File: config.mk
export PLATFORM = sky130hd
export DESIGN_NAME = occ_channel
export DESIGN_NICKNAME = d
export VERILOG_FILES = /design/src/rtl/occ_pkg.sv /design/src/rtl/occ_cfg_regs.sv /design/src/rtl/occ_cmp_unit.sv /design/src/rtl/occ_ref_gen.sv /design/src/rtl/occ_evt_ctrl.sv /design/src/rtl/occ_channel.sv
export SDC_FILE = /design/constraint.sdc
export NUM_CORES = 1
export LEC_CHECK = 0
export BUFFER_PORTS_ARGS = -buffer_cell sky130_fd_sc_hd__buf_2
export CAP_MARGIN = 0
export CORE_MARGIN = 5
export CORE_UTILIZATION = 45
export DETAILED_ROUTE_END_ITERATION = 16
export PLACE_DENSITY = 0.74
export SYNTH_ARGS = -nofsm -noshare
export SYNTH_HDL_FRONTEND = slang
export SYNTH_HIERARCHICAL = 1
export SYNTH_SLANG_ARGS = --single-unit
File: constraint.sdc
create_clock -name clk -period 1.81 [get_ports clk]
set_input_delay 0.181 -clock clk [delete_from_list [all_inputs] [get_ports clk]]
set_output_delay 0.181 -clock clk [all_outputs]
set_load 0.02 [all_outputs]
File: src/rtl/occ_pkg.sv
package occ_pkg;

  typedef enum logic [2:0] {
    OM_HOLD     = 3'b000,
    OM_SET      = 3'b001,
    OM_CLEAR    = 3'b010,
    OM_TOGGLE   = 3'b011,
    OM_FORCE_LO = 3'b100,
    OM_FORCE_HI = 3'b101,
    OM_PWM_A    = 3'b110,
    OM_PWM_B    = 3'b111
  } oc_mode_e;

  typedef enum logic [1:0] {
    DIR_OUT       = 2'b00,
    DIR_IN_DIRECT = 2'b01,
    DIR_IN_CROSS  = 2'b10,
    DIR_IN_TRIG   = 2'b11
  } ch_dir_e;

  typedef struct packed {
    oc_mode_e mode;
    ch_dir_e  dir;
    logic     en;
    logic     dma_on_upd;
    logic     irq_en;
    logic     dma_en;
  } ch_cfg_t;

endpackage

File: src/rtl/occ_cfg_regs.sv
module occ_cfg_regs
  import occ_pkg::*;
(
  input  logic    clk,
  input  logic    rst,
  input  logic    wr_en,
  input  ch_cfg_t wr_cfg,
  output ch_cfg_t cfg_q
);

  always_ff @(posedge clk) begin
    if (rst) begin
      cfg_q <= '0;
    end else if (wr_en) begin
      cfg_q.mode       <= wr_cfg.mode;
      cfg_q.en         <= wr_cfg.en;
      cfg_q.dma_on_upd <= wr_cfg.dma_on_upd;
      cfg_q.irq_en     <= wr_cfg.irq_en;
      cfg_q.dma_en     <= wr_cfg.dma_en;
      if (!cfg_q.en) cfg_q.dir <= wr_cfg.dir;
    end
  end


  dir_lock_chk: assert property (@(posedge clk) disable iff (rst)
    cfg_q.en |=> $stable(cfg_q.dir));


  dir_idle_chk: assert property (@(posedge clk) disable iff (rst)
    !wr_en |=> $stable(cfg_q));

endmodule

File: src/rtl/occ_cmp_unit.sv
module occ_cmp_unit #(
  parameter int CNT_W = 16
) (
  input  logic             clk,
  input  logic             rst,
  input  logic             out_mode,
  input  logic             upd,
  input  logic             pre_we,
  input  logic [CNT_W-1:0] pre_wdata,
  input  logic [CNT_W-1:0] cnt,
  output logic [CNT_W-1:0] act_q,
  output logic             hit,
  output logic             below
);

  logic [CNT_W-1:0] pre_q;

  always_ff @(posedge clk) begin
    if (rst) begin
      pre_q <= '0;
      act_q <= '0;
    end else begin
      if (pre_we) pre_q <= pre_wdata;
      if (upd)    act_q <= pre_q;
    end
  end

  assign hit   = out_mode && (cnt == act_q);
  assign below = (cnt < act_q);


  act_hold_chk: assert property (@(posedge clk) disable iff (rst)
    !upd |=> $stable(act_q));


  act_load_chk: assert property (@(posedge clk) disable iff (rst)
    upd |=> act_q == $past(pre_q));

endmodule

File: src/rtl/occ_ref_gen.sv
module occ_ref_gen
  import occ_pkg::*;
(
  input  logic     clk,
  input  logic     rst,
  input  oc_mode_e mode,
  input  logic     out_mode,
  input  logic     hit,
  input  logic     below,
  output logic     ref_q
);

  logic ref_d;

  always_comb begin
    ref_d = ref_q;
    if (out_mode) begin
      unique case (mode)
        OM_HOLD:     ref_d = ref_q;
        OM_SET:      ref_d = hit ? 1'b1 : ref_q;
        OM_CLEAR:    ref_d = hit ? 1'b0 : ref_q;
        OM_TOGGLE:   ref_d = hit ? ~ref_q : ref_q;
        OM_FORCE_LO: ref_d = 1'b0;
        OM_FORCE_HI: ref_d = 1'b1;
        OM_PWM_A:    ref_d = below;
        OM_PWM_B:    ref_d = ~below;
        default:     ref_d = ref_q;
      endcase
    end
  end

  always_ff @(posedge clk) begin
    if (rst) ref_q <= 1'b0;
    else     ref_q <= ref_d;
  end


  hold_mode_chk: assert property (@(posedge clk) disable iff (rst)
    (out_mode && mode == OM_HOLD) |=> $stable(ref_q));


  force_lo_chk: assert property (@(posedge clk) disable iff (rst)
    (out_mode && mode == OM_FORCE_LO) |=> !ref_q);


  force_hi_chk: assert property (@(posedge clk) disable iff (rst)
    (out_mode && mode == OM_FORCE_HI) |=> ref_q);


  in_dir_hold_chk: assert property (@(posedge clk) disable iff (rst)
    !out_mode |=> $stable(ref_q));

endmodule

File: src/rtl/occ_evt_ctrl.sv
module occ_evt_ctrl (
  input  logic clk,
  input  logic rst,
  input  logic hit,
  input  logic upd,
  input  logic clr,
  input  logic dma_on_upd,
  input  logic irq_en,
  input  logic dma_en,
  output logic evt_q,
  output logic sts_q,
  output logic dma_q,
  output logic irq
);

  always_ff @(posedge clk) begin
    if (rst) begin
      evt_q <= 1'b0;
      sts_q <= 1'b0;
      dma_q <= 1'b0;
    end else begin
      evt_q <= hit;
      if (hit)      sts_q <= 1'b1;
      else if (clr) sts_q <= 1'b0;
      dma_q <= dma_en && (dma_on_upd ? upd : hit);
    end
  end

  assign irq = sts_q && irq_en;


  evt_sets_flag_chk: assert property (@(posedge clk) disable iff (rst)
    evt_q |-> sts_q);


  set_wins_chk: assert property (@(posedge clk) disable iff (rst)
    (hit && clr) |=> sts_q);


  dma_on_match_chk: assert property (@(posedge clk) disable iff (rst)
    (dma_en && !dma_on_upd && hit) |=> dma_q);


  dma_gate_chk: assert property (@(posedge clk) disable iff (rst)
    !dma_en |=> !dma_q);

endmodule

File: src/rtl/occ_channel.sv
module occ_channel
  import occ_pkg::*;
#(
  parameter int CNT_W = 16
) (
  input  logic             clk,
  input  logic             rst,
  input  logic             cfg_we,
  input  logic [2:0]       cfg_mode,
  input  logic [1:0]       cfg_dir,
  input  logic             cfg_en,
  input  logic             cfg_dma_upd,
  input  logic             cfg_irq_en,
  input  logic             cfg_dma_en,
  input  logic             pre_we,
  input  logic [CNT_W-1:0] pre_data,
  input  logic             upd_evt,
  input  logic [CNT_W-1:0] cnt_val,
  input  logic             sts_clr,
  output logic             oc_ref,
  output logic             oc_pin,
  output logic             cmp_evt,
  output logic             cmp_flag,
  output logic             ch_irq,
  output logic             ch_dma,
  output logic [1:0]       dir_q,
  output logic [CNT_W-1:0] cmp_active
);

  ch_cfg_t wr_cfg;
  ch_cfg_t cfg;
  logic    out_mode;
  logic    hit;
  logic    below;

  always_comb begin
    wr_cfg.mode       = oc_mode_e'(cfg_mode);
    wr_cfg.dir        = ch_dir_e'(cfg_dir);
    wr_cfg.en         = cfg_en;
    wr_cfg.dma_on_upd = cfg_dma_upd;
    wr_cfg.irq_en     = cfg_irq_en;
    wr_cfg.dma_en     = cfg_dma_en;
  end

  occ_cfg_regs u_cfg (
    .clk    (clk),
    .rst    (rst),
    .wr_en  (cfg_we),
    .wr_cfg (wr_cfg),
    .cfg_q  (cfg)
  );

  assign out_mode = (cfg.dir == DIR_OUT);

  occ_cmp_unit #(.CNT_W(CNT_W)) u_cmp (
    .clk       (clk),
    .rst       (rst),
    .out_mode  (out_mode),
    .upd       (upd_evt),
    .pre_we    (pre_we),
    .pre_wdata (pre_data),
    .cnt       (cnt_val),
    .act_q     (cmp_active),
    .hit       (hit),
    .below     (below)
  );

  occ_ref_gen u_ref (
    .clk      (clk),
    .rst      (rst),
    .mode     (cfg.mode),
    .out_mode (out_mode),
    .hit      (hit),
    .below    (below),
    .ref_q    (oc_ref)
  );

  occ_evt_ctrl u_evt (
    .clk        (clk),
    .rst        (rst),
    .hit        (hit),
    .upd        (upd_evt),
    .clr        (sts_clr),
    .dma_on_upd (cfg.dma_on_upd),
    .irq_en     (cfg.irq_en),
    .dma_en     (cfg.dma_en),
    .evt_q      (cmp_evt),
    .sts_q      (cmp_flag),
    .dma_q      (ch_dma),
    .irq        (ch_irq)
  );

  assign oc_pin = cfg.en && out_mode && oc_ref;
  assign dir_q  = cfg.dir;


  pin_off_chk: assert property (@(posedge clk) disable iff (rst)
    (!cfg.en || !out_mode) |-> !oc_pin);


  no_evt_input_chk: assert property (@(posedge clk) disable iff (rst)
    (!out_mode && $stable(cfg.dir)) |=> !cmp_evt);

endmodule

== Word level (Yosys, flattened, before mapping) ==
Cells that the tools add are included.
Widths: inputs -> output; s select.

* Register bits after elaboration: 45

* $lt $le $gt $ge: 1
* Eq/ne operators: 11
* Multiplexer cells: 7
* Bitwise gates (word level): 4
* Reductions and logical operators: 10

{| class="wikitable"
|+ Operator list
! kind !! number
|-
| $eq 16x16->1 || 1
|-
| $lt 16x16->1 || 1
|-
| $eq 3x3->1 const B || 4
|-
| $pmux 1 s7 || 1
|-
| $eq 3x2->1 const B || 2
|-
| $mux 1 || 6
|-
| $ne 2x1->1 const B || 3
|-
| $logic_and 1x1->1 || 5
|-
| $reduce_and 5->1 || 1
|-
| $not 1->1 || 4
|-
| $eq 3x1->1 const B || 1
|-
| $logic_not 3->1 || 1
|-
| $logic_not 2->1 || 1
|-
| $reduce_and 2->1 || 1
|-
| $reduce_bool 2->1 || 1
|}

== Longest topological paths before layout ==
* Word-level depth: 4
* Gate-level depth with buffers: 9
* Gate-level depth less buffers: 9

== Cells and area by module ==
The synthesis kept the hierarchy.

{| class="wikitable"
|+ By module, submodules not included
! module !! instances !! cells each !! area an instance (um^2) !! seq. area each (um^2)
|-
| occ_cmp_unit || 1 || 160 || 1546.5 || 640.6
|-
| occ_cfg_regs || 1 || 32 || 351.6 || 180.2
|-
| occ_evt_ctrl || 1 || 10 || 107.6 || 60.1
|-
| occ_ref_gen || 1 || 9 || 71.3 || 20.0
|-
| occ_channel || 1 || 2 || 16.3 || 0.0
|}

== Worst setup path before layout ==
OpenSTA, ideal clock, no wires.

* Path type: reg2reg
* Start: reg u_cmp.act_q[14]
* End: reg u_ref.ref_q
* Library setup time: 0.091 ns
* Data arrival time: 2.090 ns
* Data required time: 1.719 ns
* Slack: -0.371 ns
* Cell stages (with the launch flop): 9
* Buffers on the path: 0
* Period minus slack after synthesis: 2.181 ns
* Cell sequence: dfxtp_1 -> inv_1 -> ha_1 -> nand4_2 -> nor4_4 -> and3_1 -> a211oi_1 -> or3_1 -> a311oi_1

* Word-level cells in the longest chain between the ends: 4
* Elaborated cells between the ends (all ways): 9
* Those cells by class: order compare: 1; eq/ne: 4; mux: 1; bitwise: 1; reduce/logical: 2

{| class="wikitable"
|+ Ends and longest elaborated chain
! element !! line !! text
|-
| start: declaration || occ_cmp_unit.sv:11 || <nowiki>output logic [CNT_W-1:0] act_q,</nowiki>
|-
| start signal: assignment || occ_cmp_unit.sv:24 || <nowiki>if (upd) act_q <= pre_q;</nowiki>
|-
| $eq 16x16->1 * || occ_cmp_unit.sv:28 || <nowiki>assign hit = out_mode && (cnt == act_q);</nowiki>
|-
| $logic_and 1x1->1 * || occ_cmp_unit.sv:28 ||
|-
| net hit || occ_channel.sv:33 || <nowiki>logic hit;</nowiki>
|-
| $ne 2x1->1 (no source line) || - ||
|-
| $reduce_and 5->1 (no source line) * || - ||
|-
| end signal: assignment || occ_ref_gen.sv:34 || <nowiki>else ref_q <= ref_d;</nowiki>
|-
| end: declaration || occ_ref_gen.sv:10 || <nowiki>output logic ref_q</nowiki>
|}

Mark *: on every way through the listed nets, which the timed path passes. The rest lies on a longest branch.
A chain may end at the register's enable or synchronous reset.

== Worst setup path in the final report ==
* Start: reg u_cmp.act_q[9]
* End: reg u_ref.ref_q

The elaborated chain is that of the path after synthesis.

==> impl_results.md <==
* Final HPWL DP at 3.71 mm
* Post-DP Area at 0.00267 mm2
* Highest fanout seen on the critical path at 2
* Crit path DAT at 2.19 ns
* Synthesized Nets at 276
* Hold path cells at 3
* Layout area overhead at 39.3%
* Initial drt markers at 55
* Hold Path Class: in -> reg
* Worst R2R Path Depth at 8
* Tcrit/Tclk final at 109%
* Clk sinks at 45
* Top routing layer used: met4
* Cell Chain, Critical Path: inv_2 -> ha_4 -> nand4_4 -> nor4_4 -> and3_4 -> a211oi_1 -> or3_1 -> a311oi_1
* Wl on met1 at 2.18 mm
* Diode count at 0
* Antenna violations before repair at 0
* Crit path buffers/inverters at 1
* IO buf count at 70
* Die Wd at 78.2 um
* Core Util, Final at 65.6%
* Vias at 1748
* Final Critical Period at 1.98 ns
* Share of cells above drive strength 1 at 45.4%
* Final setup margin at -0.171 ns
* Final Skew at 0.00353 ns
* Post-place setup slack at -0.181 ns
* Max-Cap Viols at 0
* Clock latency on the worst-skew pair at 0.29 ns
* Final hold violation count at 0
* DR WL met3 at 361 um
* Synth warn at 6
* WL/cell at 14.0 um
* Violated checks: negative setup slack
* Status: finished with violations
* RSZ-0062 raised after global routing: yes
* Final wirelength at 5.00 mm
* Required time worst endpoint at 2.02 ns
* Max incr delay on CP at 0.35 ns
* CTS Buf Count at 5
* Syn Inst Count at 213
* Pwr Density at 739 mW/mm2
* Final Net Count at 366
* CTS tree: done
* Post-Syn Area at 0.00209 mm2
* CP Class: reg -> reg
* CTS clk-pin slew, worst paths at 0.08 ns
* Root Driver: clkbuf_8
* Setup_tns at -0.171 ns
* Final Slew Violations at 0
* Yosys cell types at 32
* Leakage at 1.40 nW
* Post-Syn Area per Cell at 9.83 um2
* Drt pass-1 iters at 4
* Stages on worst setup path at 8
* Fmax at 505 MHz
* Initial Utilization at 47.1%
* # hold bufs at CTS at 0
* Global-route wire length before repair at 8.09 mm
* Tightest Pin Transition at 0.534 ns
* DR DRC count at 0
* Relative slew slack at 64.4%
* Core area at 0.00444 mm2
* Setup violators final at 1
* Post-route cell area at 0.00292 mm2
* Largest net degree at the start of global routing at 18
* Crit path max-delay family: simple AND/OR/NAND/NOR gates
* Clock buffer depth at 2
* Placer Congestion at 0.758
* Remaining Overflow, GRT at 0
* CP Capture Type: flip-flop
* Die H at 78.2 um
* Peak supply drop at 0.494 mV
* Die area at 0.00612 mm2
* CTS H-tree depth at 2
* Post-route ant nets at 0
* Met2 wire length at 2.41 mm
* # rows at 24
* GRT Util Overall at 16.5%
* Slowest CP cell: dfxtp_4
* Register area share after synthesis at 43.0%
* Synthesis-stage register bit count at 45
* Crit start category: flip-flop
* Vias in the first global route at 1724
* Vias/cell at 4.91
* I/O pin count at 71
==> metal layers <==
metal / vias to the layer above / track usage, %
met3: 5 / 5.61
met2: 51 / 27.1
met5: - / 0
met1: 791 / 20.8
met4: 0 / 4.20
li1: 901 / -
==> area by class of cell <==
type	count	area (um2)
clock buffers	8	111
fillers	369	1530
inverters	18	67.6
multi-input cells	141	1230
flip-flops and latches	45	927
well taps	52	65.1
repair buffers	92	515
==> sequential cells by signal (all words and copies together), names as in the netlist <==
register / flops
u_evt/dma_q: 1
u_cmp/pre_q: 16
u_cfg/cfg_q: 9
u_cmp/act_q: 16
u_ref/ref_q: 1
u_evt/evt_q: 1
u_evt/sts_q: 1
==> cells in the final DEF (no fill, tap or decap), types with 4 or more instances in the layout <==
master / n
inv_2: 7
ha_1: 6
dfxtp_1: 34
ha_4: 10
nor2_1: 43
inv_1: 11
nand2_1: 4
dfxtp_2: 6
clkbuf_8: 6
buf_4: 22
mux2i_1: 40
a21oi_1: 6
buf_2: 70
dfxtp_4: 5
==> synth_stat cells, drive strengths merged <==
cell | number | area share, %
a211oi | 2 | 0.96
a21o | 1 | 0.36
a21oi | 8 | 1.9
a221o | 1 | 0.48
a311oi | 1 | 0.42
and2 | 1 | 0.30
and3 | 1 | 0.30
and4 | 1 | 0.42
and4bb | 1 | 0.60
buf | 6 | 2.0
clkbuf | 3 | 0.54
dfxtp | 45 | 43
ha | 16 | 9.6
inv | 18 | 3.2
mux2i | 40 | 19
nand2 | 5 | 0.90
nand2b | 3 | 0.90
nand3 | 3 | 0.72
nand4 | 2 | 1.2
nand4bb | 2 | 1.1
nor2 | 43 | 7.7
nor2b | 1 | 0.66
nor3b | 2 | 0.96
nor4 | 1 | 1.0
o21ai | 4 | 0.96
or3 | 1 | 0.30
xor2 | 1 | 0.42
==> worst paths after layout <==
check | start | end | slack (ns)
max | u_cmp/act_q[9] | u_ref/ref_q | -0.17
min | pre_data[12] | u_cmp/pre_q[12] | 0.12
max reg2reg | u_cmp/act_q[9] | u_ref/ref_q | -0.17
min reg2reg | u_cfg/cfg_q[0] | u_evt/dma_q | 0.50
==> stage by stage <==
stage / power (mW) / hold WS (ns) / instances
after floorplan: 1.29 / 0.246 / 213
after global placement: 1.41 / 0.414 / 343
after detailed placement: 1.42 / 0.423 / 343
after CTS: 2.16 / 0.112 / 353
after global routing: 2.27 / 0.119 / 356
final: 2.16 / 0.116 / 356
==> timing repair <==
| item | 4_1_cts | 5_1_grt |
|---|---|---|
| resized for setup | 11 | 4 |
| pin swaps | 8 | 10 |
| endpoints found under the setup margin | 1 | 1 |
| buffers inserted | 2 | 3 |
==> power by group <==
part           leakage (nW)  internal [mW]  switching [mW]  total (mW)
registers             0.375           1.03          0.0312        1.06
clock network        0.0566          0.394           0.328       0.723
logic                 0.965          0.186           0.184       0.370
==> cell families (layout without fill, tap and decap cells) <==
family	after synthesis	count (layout)	synth area share [%]
muxes	40	40	19.1
adders and majority gates	16	16	9.56
buffers and inverters	27	118	5.74
AOI/OAI and AO/OA	17	17	5.08
DFF	45	45	43.0
xor gates and xnor gates	1	1	0.418
and+or+nand+nor	67	67	17.0
==> worst min-delay path, stage by stage <==
cell	delay, ns
buf_2	0.07
mux2i_1	0.05
nor2_1	0.07
Note: power is estimated with default switching activity, not from simulation.
